### src/rtl/async_tx_pkg.sv
package async_tx_pkg;

   typedef enum logic {
      PH_PREAMBLE = 1'b0,
      PH_FRAMING  = 1'b1
   } tx_phase_e;

   function automatic int unsigned slot_width(input int unsigned data_w);
      return $clog2(data_w + 2);
   endfunction

endpackage

### src/rtl/async_tx_regs.sv
module async_tx_regs #(
   parameter int unsigned DATA_W = 8
) (
   input  logic              clk,
   input  logic              rst_n,
   input  logic              wr_data_en_i,
   input  logic [DATA_W-1:0] wr_data_i,
   input  logic              wr_ctl_en_i,
   input  logic              ctl_te_i,
   input  logic              ctl_ie_i,
   input  logic              load_i,
   output logic [DATA_W-1:0] hold_q_o,
   output logic              tdre_o,
   output logic              te_o,
   output logic              irq_o
);

   logic [DATA_W-1:0] hold_q;
   logic              tdre_q;
   logic              te_q;
   logic              ie_q;

   always_ff @(posedge clk or negedge rst_n) begin
      if (!rst_n) begin
         hold_q <= '0;
         tdre_q <= 1'b1;
      end else if (wr_data_en_i) begin
         hold_q <= wr_data_i;
         tdre_q <= 1'b0;
      end else if (load_i) begin
         tdre_q <= 1'b1;
      end
   end

   always_ff @(posedge clk or negedge rst_n) begin
      if (!rst_n) begin
         te_q <= 1'b0;
         ie_q <= 1'b0;
      end else if (wr_ctl_en_i) begin
         te_q <= ctl_te_i;
         ie_q <= ctl_ie_i;
      end
   end

   assign hold_q_o = hold_q;
   assign tdre_o   = tdre_q;
   assign te_o     = te_q;
   assign irq_o    = tdre_q & ie_q;


   wr_clears_empty_chk: assert property (@(posedge clk) disable iff (!rst_n)
      wr_data_en_i |=> !tdre_q);


   load_sets_empty_chk: assert property (@(posedge clk) disable iff (!rst_n)
      (load_i && !wr_data_en_i) |=> tdre_q);

endmodule

### src/rtl/async_tx_seq.sv
module async_tx_seq
   import async_tx_pkg::*;
#(
   parameter int unsigned DATA_W       = 8,
   parameter int unsigned PREAMBLE_LEN = 10
) (
   input  logic              clk,
   input  logic              rst_n,
   input  logic              te_i,
   input  logic              bit_tick_i,
   input  logic              tdre_i,
   input  logic [DATA_W-1:0] hold_i,
   output logic              load_o,
   output logic              tx_o
);

   localparam int unsigned SLOT_W = slot_width(DATA_W);
   localparam int unsigned PC_W   = $clog2(PREAMBLE_LEN + 1);
   localparam logic [SLOT_W-1:0] START_SLOT = '0;
   localparam logic [SLOT_W-1:0] STOP_SLOT  = SLOT_W'(DATA_W + 1);
   localparam logic [PC_W-1:0]   PRE_LAST   = PC_W'(PREAMBLE_LEN - 1);

   tx_phase_e         phase;
   logic [PC_W-1:0]   pre_cnt;
   logic [SLOT_W-1:0] slot;
   logic [DATA_W-1:0] shreg;
   logic              tx_q;

   assign load_o = te_i & bit_tick_i & (phase == PH_FRAMING)
                 & (slot == START_SLOT) & ~tdre_i;

   always_ff @(posedge clk or negedge rst_n) begin
      if (!rst_n) begin
         phase   <= PH_PREAMBLE;
         pre_cnt <= '0;
         slot    <= START_SLOT;
         shreg   <= '0;
         tx_q    <= 1'b1;
      end else if (!te_i) begin
         phase   <= PH_PREAMBLE;
         pre_cnt <= '0;
         slot    <= START_SLOT;
         tx_q    <= 1'b1;
      end else if (bit_tick_i) begin
         unique case (phase)
            PH_PREAMBLE: begin
               tx_q <= 1'b1;
               if (pre_cnt == PRE_LAST) begin
                  phase   <= PH_FRAMING;
                  pre_cnt <= '0;
                  slot    <= START_SLOT;
               end else begin
                  pre_cnt <= pre_cnt + 1'b1;
               end
            end
            PH_FRAMING: begin
               if (slot == START_SLOT) begin
                  if (!tdre_i) begin
                     shreg <= hold_i;
                     tx_q  <= 1'b0;
                     slot  <= slot + 1'b1;
                  end
               end else if (slot == STOP_SLOT) begin
                  tx_q <= 1'b1;
                  slot <= START_SLOT;
               end else begin
                  tx_q  <= shreg[0];
                  shreg <= {1'b0, shreg[DATA_W-1:1]};
                  slot  <= slot + 1'b1;
               end
            end
            default: begin
               phase <= PH_PREAMBLE;
            end
         endcase
      end
   end

   assign tx_o = tx_q;


   preamble_idle_chk: assert property (@(posedge clk) disable iff (!rst_n)
      (phase == PH_PREAMBLE) |-> tx_q);


   start_bit_chk: assert property (@(posedge clk) disable iff (!rst_n)
      load_o |=> (!tx_q && slot == SLOT_W'(1)));


   hold_between_ticks_chk: assert property (@(posedge clk) disable iff (!rst_n)
      (te_i && !bit_tick_i) |=> ($stable(tx_q) && $stable(slot)));


   slot_range_chk: assert property (@(posedge clk) disable iff (!rst_n)
      slot <= STOP_SLOT);

endmodule

### src/rtl/async_tx_pinmux.sv
module async_tx_pinmux #(
   parameter int unsigned PORT_W = 5,
   parameter int unsigned TX_BIT = 4
) (
   input  logic              te_i,
   input  logic              tx_i,
   input  logic [PORT_W-1:0] port_dir_i,
   input  logic [PORT_W-1:0] port_val_i,
   output logic [PORT_W-1:0] pin_oe_o,
   output logic [PORT_W-1:0] pin_val_o
);

   for (genvar g = 0; g < PORT_W; g++) begin : g_pin
      if (g == TX_BIT) begin : g_serial
         assign pin_oe_o[g]  = te_i ? 1'b1 : port_dir_i[g];
         assign pin_val_o[g] = te_i ? tx_i : port_val_i[g];
      end else begin : g_plain
         assign pin_oe_o[g]  = port_dir_i[g];
         assign pin_val_o[g] = port_val_i[g];
      end
   end

endmodule

### src/rtl/async_tx_unit.sv
module async_tx_unit #(
   parameter int unsigned DATA_W       = 8,
   parameter int unsigned PREAMBLE_LEN = 10,
   parameter int unsigned PORT_W       = 5,
   parameter int unsigned TX_BIT       = 4
) (
   input  logic              clk,
   input  logic              rst_n,
   input  logic              wr_data_en_i,
   input  logic [DATA_W-1:0] wr_data_i,
   input  logic              wr_ctl_en_i,
   input  logic              ctl_te_i,
   input  logic              ctl_ie_i,
   input  logic              bit_tick_i,
   input  logic [PORT_W-1:0] port_dir_i,
   input  logic [PORT_W-1:0] port_val_i,
   output logic [PORT_W-1:0] pin_oe_o,
   output logic [PORT_W-1:0] pin_val_o,
   output logic              tdre_o,
   output logic              irq_o
);

   if (DATA_W < 5 || DATA_W > 16) begin : g_bad_data_w
      $error("async_tx_unit: DATA_W must lie in 5..16");
   end
   if (PREAMBLE_LEN < 1) begin : g_bad_preamble
      $error("async_tx_unit: PREAMBLE_LEN must be at least 1");
   end
   if (TX_BIT >= PORT_W) begin : g_bad_tx_bit
      $error("async_tx_unit: TX_BIT must index a port pin");
   end

   logic [DATA_W-1:0] hold_q;
   logic              te;
   logic              load;
   logic              tx;
   logic              tdre;

   async_tx_regs #(.DATA_W(DATA_W)) u_regs (
      .clk          (clk),
      .rst_n        (rst_n),
      .wr_data_en_i (wr_data_en_i),
      .wr_data_i    (wr_data_i),
      .wr_ctl_en_i  (wr_ctl_en_i),
      .ctl_te_i     (ctl_te_i),
      .ctl_ie_i     (ctl_ie_i),
      .load_i       (load),
      .hold_q_o     (hold_q),
      .tdre_o       (tdre),
      .te_o         (te),
      .irq_o        (irq_o)
   );

   async_tx_seq #(.DATA_W(DATA_W), .PREAMBLE_LEN(PREAMBLE_LEN)) u_seq (
      .clk        (clk),
      .rst_n      (rst_n),
      .te_i       (te),
      .bit_tick_i (bit_tick_i),
      .tdre_i     (tdre),
      .hold_i     (hold_q),
      .load_o     (load),
      .tx_o       (tx)
   );

   async_tx_pinmux #(.PORT_W(PORT_W), .TX_BIT(TX_BIT)) u_pins (
      .te_i       (te),
      .tx_i       (tx),
      .port_dir_i (port_dir_i),
      .port_val_i (port_val_i),
      .pin_oe_o   (pin_oe_o),
      .pin_val_o  (pin_val_o)
   );

   assign tdre_o = tdre;


   pin_forced_out_chk: assert property (@(posedge clk) disable iff (!rst_n)
      te |-> pin_oe_o[TX_BIT]);


   irq_needs_empty_chk: assert property (@(posedge clk) disable iff (!rst_n)
      irq_o |-> tdre_o);

endmodule

### config.mk
export PLATFORM = sky130hd
export DESIGN_NAME = async_tx_unit
export DESIGN_NICKNAME = d
export VERILOG_FILES = /design/src/rtl/async_tx_pkg.sv /design/src/rtl/async_tx_regs.sv /design/src/rtl/async_tx_seq.sv /design/src/rtl/async_tx_pinmux.sv /design/src/rtl/async_tx_unit.sv
export SDC_FILE = /design/constraint.sdc
export NUM_CORES = 1
export LEC_CHECK = 0
export BUFFER_PORTS_ARGS = -buffer_cell sky130_fd_sc_hd__buf_4
export CAP_MARGIN = 15
export CELL_PAD_IN_SITES_DETAIL_PLACEMENT = 2
export CELL_PAD_IN_SITES_GLOBAL_PLACEMENT = 2
export CORE_MARGIN = 1.5
export CORE_UTILIZATION = 34
export CTS_CLUSTER_DIAMETER = 100
export DETAILED_ROUTE_END_ITERATION = 10
export PLACE_DENSITY = 0.85
export SKIP_CTS_REPAIR_TIMING = 1
export SLEW_MARGIN = 10
export SYNTH_ARGS = -nofsm -noshare
export SYNTH_HDL_FRONTEND = slang
export SYNTH_HIERARCHICAL = 1
export SYNTH_SLANG_ARGS = --single-unit
### constraint.sdc
create_clock -name clk -period 1.6 [get_ports clk]
set_input_delay 0.24 -clock clk [delete_from_list [all_inputs] [get_ports clk]]
set_output_delay 0.24 -clock clk [all_outputs]
set_load 0.01 [all_outputs]
==> metrics.md, run 1 <==
| Metric | Value |
|---|---|
| First DRT Iteration DRCs | `66` |
| Post-synthesis compound-gate area fraction | `13.70%` |
| Hold WC Path Type | `in2reg` |
| Main combinational cell family by area after synthesis | `multiplexers` |
| CP Class | `reg2reg` |
| First-pass GRT wire length | `6.630 mm` |
| Area contributors post-synth | `dfrtp_1 45%, mux2_4 8.9%, mux2i_1 5.9%` |
| Avg Inst Size Synth | `11.67 um2` |
| Ys Warns | `6` |
| Clock Sink Count | `29` |
| Setup TNS | `-40.08 ps` |
| Met1 usage | `20.79%` |
| Remaining Overflow, GRT | `0` |
| Ys async rst share | `100.0%` |
| H-tree levels | `2` |
| Pin count of the biggest net entering global routing | `30` |
| DP Cell Count | `200` |
| Die W | `69.79 um` |
| Most used routing layer in global routing | `met2` |
| Top FF cell, synth | `dfrtp_1` |
| Status | `finished, violations left` |
| Synth Net Count | `160` |
| Number of synthesized register bits | `29` |
| Failing checks | `negative setup slack` |
| DR WL/cell | `21.07 um` |
| Post-synthesis adder-cell area fraction | `4.125%` |
| Minimum clock period | `1621 ps` |
| Ant diodes | `0` |
| Clk slew on worst S/H paths | `70 ps` |
| Skew-Pair Late Insertion Delay | `270 ps` |
| Chip height | `69.79 um` |
| Die area | `0.004870 mm2` |
| CP arrival | `1770 ps` |
| TritonCTS buffer count | `5` |
| Fmax | `0.6171 GHz` |
| Fraction of layout cells with a size suffix above 1 | `43.83%` |
| Max cap viols | `0` |
| Root Buffer | `clkbuf_8` |
| # DRC | `0` |
| Synth cell count leaders | `27 x dfrtp_1, 14 x nand2_1, 14 x o21ai_0` |
| Post-synth EDFFs | `0` |
| Worst clock skew | `1.563 ps` |
| Startpoint Class | `register` |
| CP max FO | `8` |
| Met2 GRT Util | `30.26%` |
| Clk buf depth | `2` |
| Number of antenna violations at the first check in global routing | `0` |
| Final Hold Viols | `0` |
| Site Rows | `24` |
| Initial Util | `35.07%` |
| RSZ-0062 raised after global routing | `true` |
| VDD IR max | `0.0005052 V` |
| Setup WS post-layout | `-20.58 ps` |
| Synthesized area | `0.001516 mm2` |
| Area share of the largest cell type after synthesis | `44.55%` |
| Area grow syn2layout | `32.26%` |
| Count leader, synth | `dfrtp_1` |
| Core area | `0.004324 mm2` |
| Cell taking the most area after synthesis | `dfrtp_1` |
| # IOs | `37` |
| Synthesized instance count | `130` |
| Pre-antenna DRT Iters | `4` |
| Synth Area in Simple Gates | `10.64%` |
| Mux contribution to synthesized area | `16.34%` |
| Final WL | `4.509 mm` |
| Antenna viol nets, final | `0` |
| Final core utilization | `46.38%` |
| Number of global-route vias before repair | `1,305` |
| Slew Limit Fails | `0` |
| Worst EP required | `1750 ps` |
| Total chip power | `1.858 mW` |
| Final period utilization | `101.3%` |
| Nets | `191` |
| CP peak stage delay | `400 ps` |
| Kind of end point of the critical path | `register` |
| Via/cell ratio | `5.350` |
| Xor/xnor share of the synthesized area | `0%` |
| Post-Layout Cell Count | `214` |
| Gr usage total | `17.14%` |
| Finish-stage setup viols | `3` |
| IO buf count | `20` |
| Distinct cells, synth | `33` |
| Routed vias | `1,145` |
| CTS tree | `built` |
| Register area share after synthesis | `48.02%` |
| Critical path, cell by cell | `inv_2 -> buf_6 -> ha_4 -> nand2_4 -> o2111ai_4 -> clkbuf_16 -> o21ai_0` |
| DP HPWL | `2.757 mm` |
| Worst-Margin Slew | `428.3 ps` |
| Grt met3 use | `4.651%` |
| Power density cells | `926.5 mW/mm2` |
| Leak | `0.9677 nW` |
| Final GP Congestion | `0.7924` |
| CP max stage cell | `dfrtp_1` |
| Rel. slew slack | `71.15%` |
-- critical path, delay by kind of cell, from the launching register on --
| family | cells | cell delay (ps) |
|---|---|---|
| AO/OA/AOI/OAI | 2 | 450 |
| buffers and inverters | 3 | 450 |
| AND/OR/NAND/NOR | 1 | 60 |
| flip-flops | 1 | 400 |
| adder cells (fa/ha/maj) | 1 | 130 |
-- layer usage --
metal	part of all wire (%)	vias to the layer above
met5	0	-
met3	3.8	4
met1	40	600
li1	-	510
met4	1.0	0
met2	55	31
-- area by class of cell --
type,count,area (um2)
clock buffer,6,82.58
tap,52,65.06
inverter,5,18.77
multi-input combinational,85,757.0
sequential,29,729.5
fill,447,2318
timing repair buffer,35,315.3
clock inverter,2,37.54
-- cells in the final DEF (no fill, tap or decap), drive strengths merged --
cell and n:
dfrtp 27, a31o 1, o2111ai 1, nand4bb 1, o21ba 1, dfstp 2, o21a 3, buf 32
a2bb2oi 3, clkbuf 8, dlygate4sd3 1, and4b 1, and3 1, ha 5, mux2 11, nor3 1
nand2b 3, o21ai 15, inv 5, or2 1, o2bb2ai 2, or3 1, nor3b 1, clkinvlp 1
nand3 2, nand2 14, and2 2, a21boi 3, mux2i 9, nor2 2, bufinv 1, nor2b 1
-- kinds of logic after synthesis --
family,Yosys count
flops,29
buf+inv,16
fa+ha+maj,5
mux,20
simple gates,31
compound gates,29
-- registers in the layout, indices dropped and copies added, names as in the netlist --
| signal | cells |
|---|---|
| u_regs/hold_q_o | 8 |
| u_seq/shreg | 8 |
| u_seq/pre_cnt | 4 |
| u_seq/slot | 4 |
| u_regs/ie_q | 1 |
| u_regs/tdre_o | 1 |
| u_regs/te_o | 1 |
| u_seq/phase | 1 |
| u_seq/tx_o | 1 |
-- final timing paths --
check / startpoint / end / slack, ps / cells after the start
worst max register to register: u_seq/slot[1] / u_seq/shreg[4] / -20 / 7
min in group asynchronous: rst_n / u_seq/pre_cnt[2] / 420 / 2
max in group asynchronous: rst_n / u_regs/tdre_o / 860 / 2
worst min register to register: u_seq/shreg[0] / u_seq/shreg[0] / 490 / 2
worst max-delay path: u_seq/slot[1] / u_seq/shreg[4] / -20 / 7
worst min-delay path: wr_data_i[7] / u_regs/hold_q_o[7] / 190 / 2
-- where the power goes --
group | switching (mW) | internal, mW
Sequential | 0.0474 | 0.782
Clock | 0.297 | 0.506
Combinational | 0.102 | 0.123
Total | 0.447 | 1.41
-- metrics by stage --
stage	hold slack (ps)	cell area (um2)	setup WS (ps)
5_1_grt	184.1	2006	-116.9
4_1_cts	-112.2	1829	-182.5
6_report	193.9	2006	-20.58
3_3_place_gp	181.6	1709	26.26
3_5_place_dp	190.5	1709	-108.9
2_1_floorplan	-55.59	1516	107.2
(Power assumes the default switching activity.)
==> run 2, diff against run 1 <==
- PLACE_DENSITY: 0.85 -> 0.78
==> metrics.md, run 2 (synthesis results as in run 1) <==
| Metric | Value |
|---|---|
| Storage cell area | `729.5 um2` |
| Slew Limit Fails | `0` |
| Power density cells | `938.3 mW/mm2` |
| First DRT Iteration DRCs | `26` |
| Hold depth | `2` |
| Worst EP required | `1750 ps` |
| Antenna viol nets, final | `0` |
| Met2 GRT Util | `28.57%` |
| Minimum clock period | `1597 ps` |
| Nets | `189` |
| Finish-stage setup viols | `0` |
| Worst-Margin Slew | `453.1 ps` |
| Number of global-route vias before repair | `1,188` |
| Startpoint Class | `register` |
| Worst reg2reg path depth | `7` |
| Pin count of the biggest net entering global routing | `30` |
| Final GP Congestion | `0.7462` |
| Worst clock skew | `4.566 ps` |
| Place WS | `-53.87 ps` |
| WHS Endpoint | `u_regs/hold_q_o[3]` |
| H-tree levels | `2` |
| VDD IR max | `0.0005755 V` |
| Status | `completed` |
| CP arrival | `1740 ps` |
| Fraction of layout cells with a size suffix above 1 | `41.25%` |
| Chip height | `69.79 um` |
| Final Hold Viols | `0` |
| Reg2reg setup slack | `3 ps` |
| Final period utilization | `99.82%` |
| Via/cell ratio | `5.212` |
| CTS tree | `built` |
| Hold path startpoint | `wr_data_i[3]` |
| Most used routing layer in global routing | `met2` |
| DR WL/cell | `19.26 um` |
| Reg2Reg Launch Point | `u_seq/slot[1]` |
| Core area | `0.004324 mm2` |
| Fmax | `0.6261 GHz` |
| Gr usage total | `15.88%` |
| Total chip power | `1.843 mW` |
| Hold WC Path Type | `in2reg` |
| Rel. slew slack | `69.47%` |
| # IOs | `37` |
| Remaining Overflow, GRT | `0` |
| Grt met3 use | `5.087%` |
| Max cap viols | `0` |
| CP max FO | `8` |
| Skew-Pair Late Insertion Delay | `280 ps` |
| Filler cells | `455` |
| Clock Sink Count | `29` |
| Pre-antenna DRT Iters | `4` |
| First-pass GRT wire length | `5.913 mm` |
| TritonCTS buffer count | `5` |
| Area grow syn2layout | `29.54%` |
| Commonest cells after routing, fill and taps aside | `28 x buf_4, 26 x dfrtp_1, 13 x nand2_1` |
| Post-Layout Cell Count | `212` |
| Worst reg2reg endpoint | `u_seq/shreg[0]` |
| Most common cell after layout, fill and taps aside | `buf_4` |
| Clk buf depth | `2` |
| Multi-input gate area | `738.2 um2` |
| CP Class | `reg2reg` |
| DP Cell Count | `197` |
| Final hold slack | `187.9 ps` |
| Routed vias | `1,105` |
| Ant diodes | `0` |
| Setup TNS | `0 ps` |
| Number of antenna violations at the first check in global routing | `0` |
| Root Buffer | `clkbuf_8` |
| # DRC | `0` |
| Site Rows | `24` |
| Initial Util | `35.07%` |
| Kind of end point of the critical path | `register` |
| Final WL | `4.083 mm` |
| DP HPWL | `2.588 mm` |
| Die W | `69.79 um` |
| RSZ-0062 raised after global routing | `true` |
| Setup WS post-layout | `2.823 ps` |
| IO buf count | `20` |
| Clk slew on worst S/H paths | `60 ps` |
| Leak | `0.9464 nW` |
| Met1 usage | `17.27%` |
| Die area | `0.004870 mm2` |
-- run 2: cell types whose count changed in the layout (fill, tap and decap cells not counted), sizes merged --
cell | before | now
buf | 32 | 30
clkbuf | 8 | 9
clkinvlp | 1 | 0
-- run 2: power by group --
group / total (mW) / internal (mW) / leakage [nW] / switching [mW]
logic: 0.231 / 0.128 / 0.516 / 0.103
registers: 0.821 / 0.782 / 0.372 / 0.0385
clock network: 0.792 / 0.507 / 0.0585 / 0.285
total: 1.84 / 1.42 / 0.946 / 0.426
-- run 2: worst max-delay path, stage by stage, from the launching register on --
cell and delay [ps]:
dfrtp_1 410, inv_2 70, buf_4 120, ha_4 120
nand2_2 70, o2111ai_4 340, clkbuf_16 220, o21ai_0 110
-- run 2: how the worst max path moves through the flow --
stage	from	endpoint	slack (ps)	depth (start not counted)
after global placement	u_seq/slot[1]	u_seq/slot[1]	60	6
final	u_seq/slot[1]	u_seq/shreg[0]	3	7
after floorplan	u_seq/slot[0]	u_seq/slot[1]	110	6
after CTS	u_seq/slot[1]	u_seq/tx_o	-90	7
after global routing	u_seq/slot[1]	u_seq/shreg[0]	-90	8
after detailed placement	u_seq/slot[1]	u_seq/tx_o	-50	7
-- run 2: per-stage QoR --
stage | cell area [um2] | utilization [%]
after detailed placement | 1687 | 39.00
final | 1964 | 45.43
after floorplan | 1516 | -
after global placement | 1687 | 39.00
after global routing | 1964 | 45.43
after CTS | 1803 | 41.70
-- run 2: final cells by class --
class                      instances  area share (%)
inverter                           5          0.9554
clock inverter                     1           1.529
clock buffer                       7           4.395
multi-input combinational         85           37.58
timing repair buffer              33           15.10
tap                               52           3.312
sequential                        29           37.13
-- run 2: per-layer routing --
layer / part of all wire [%] / up-vias
met5: 0 / -
met4: 1.4 / 0
met3: 3.9 / 8
met2: 56 / 26
met1: 39 / 563
li1: - / 508
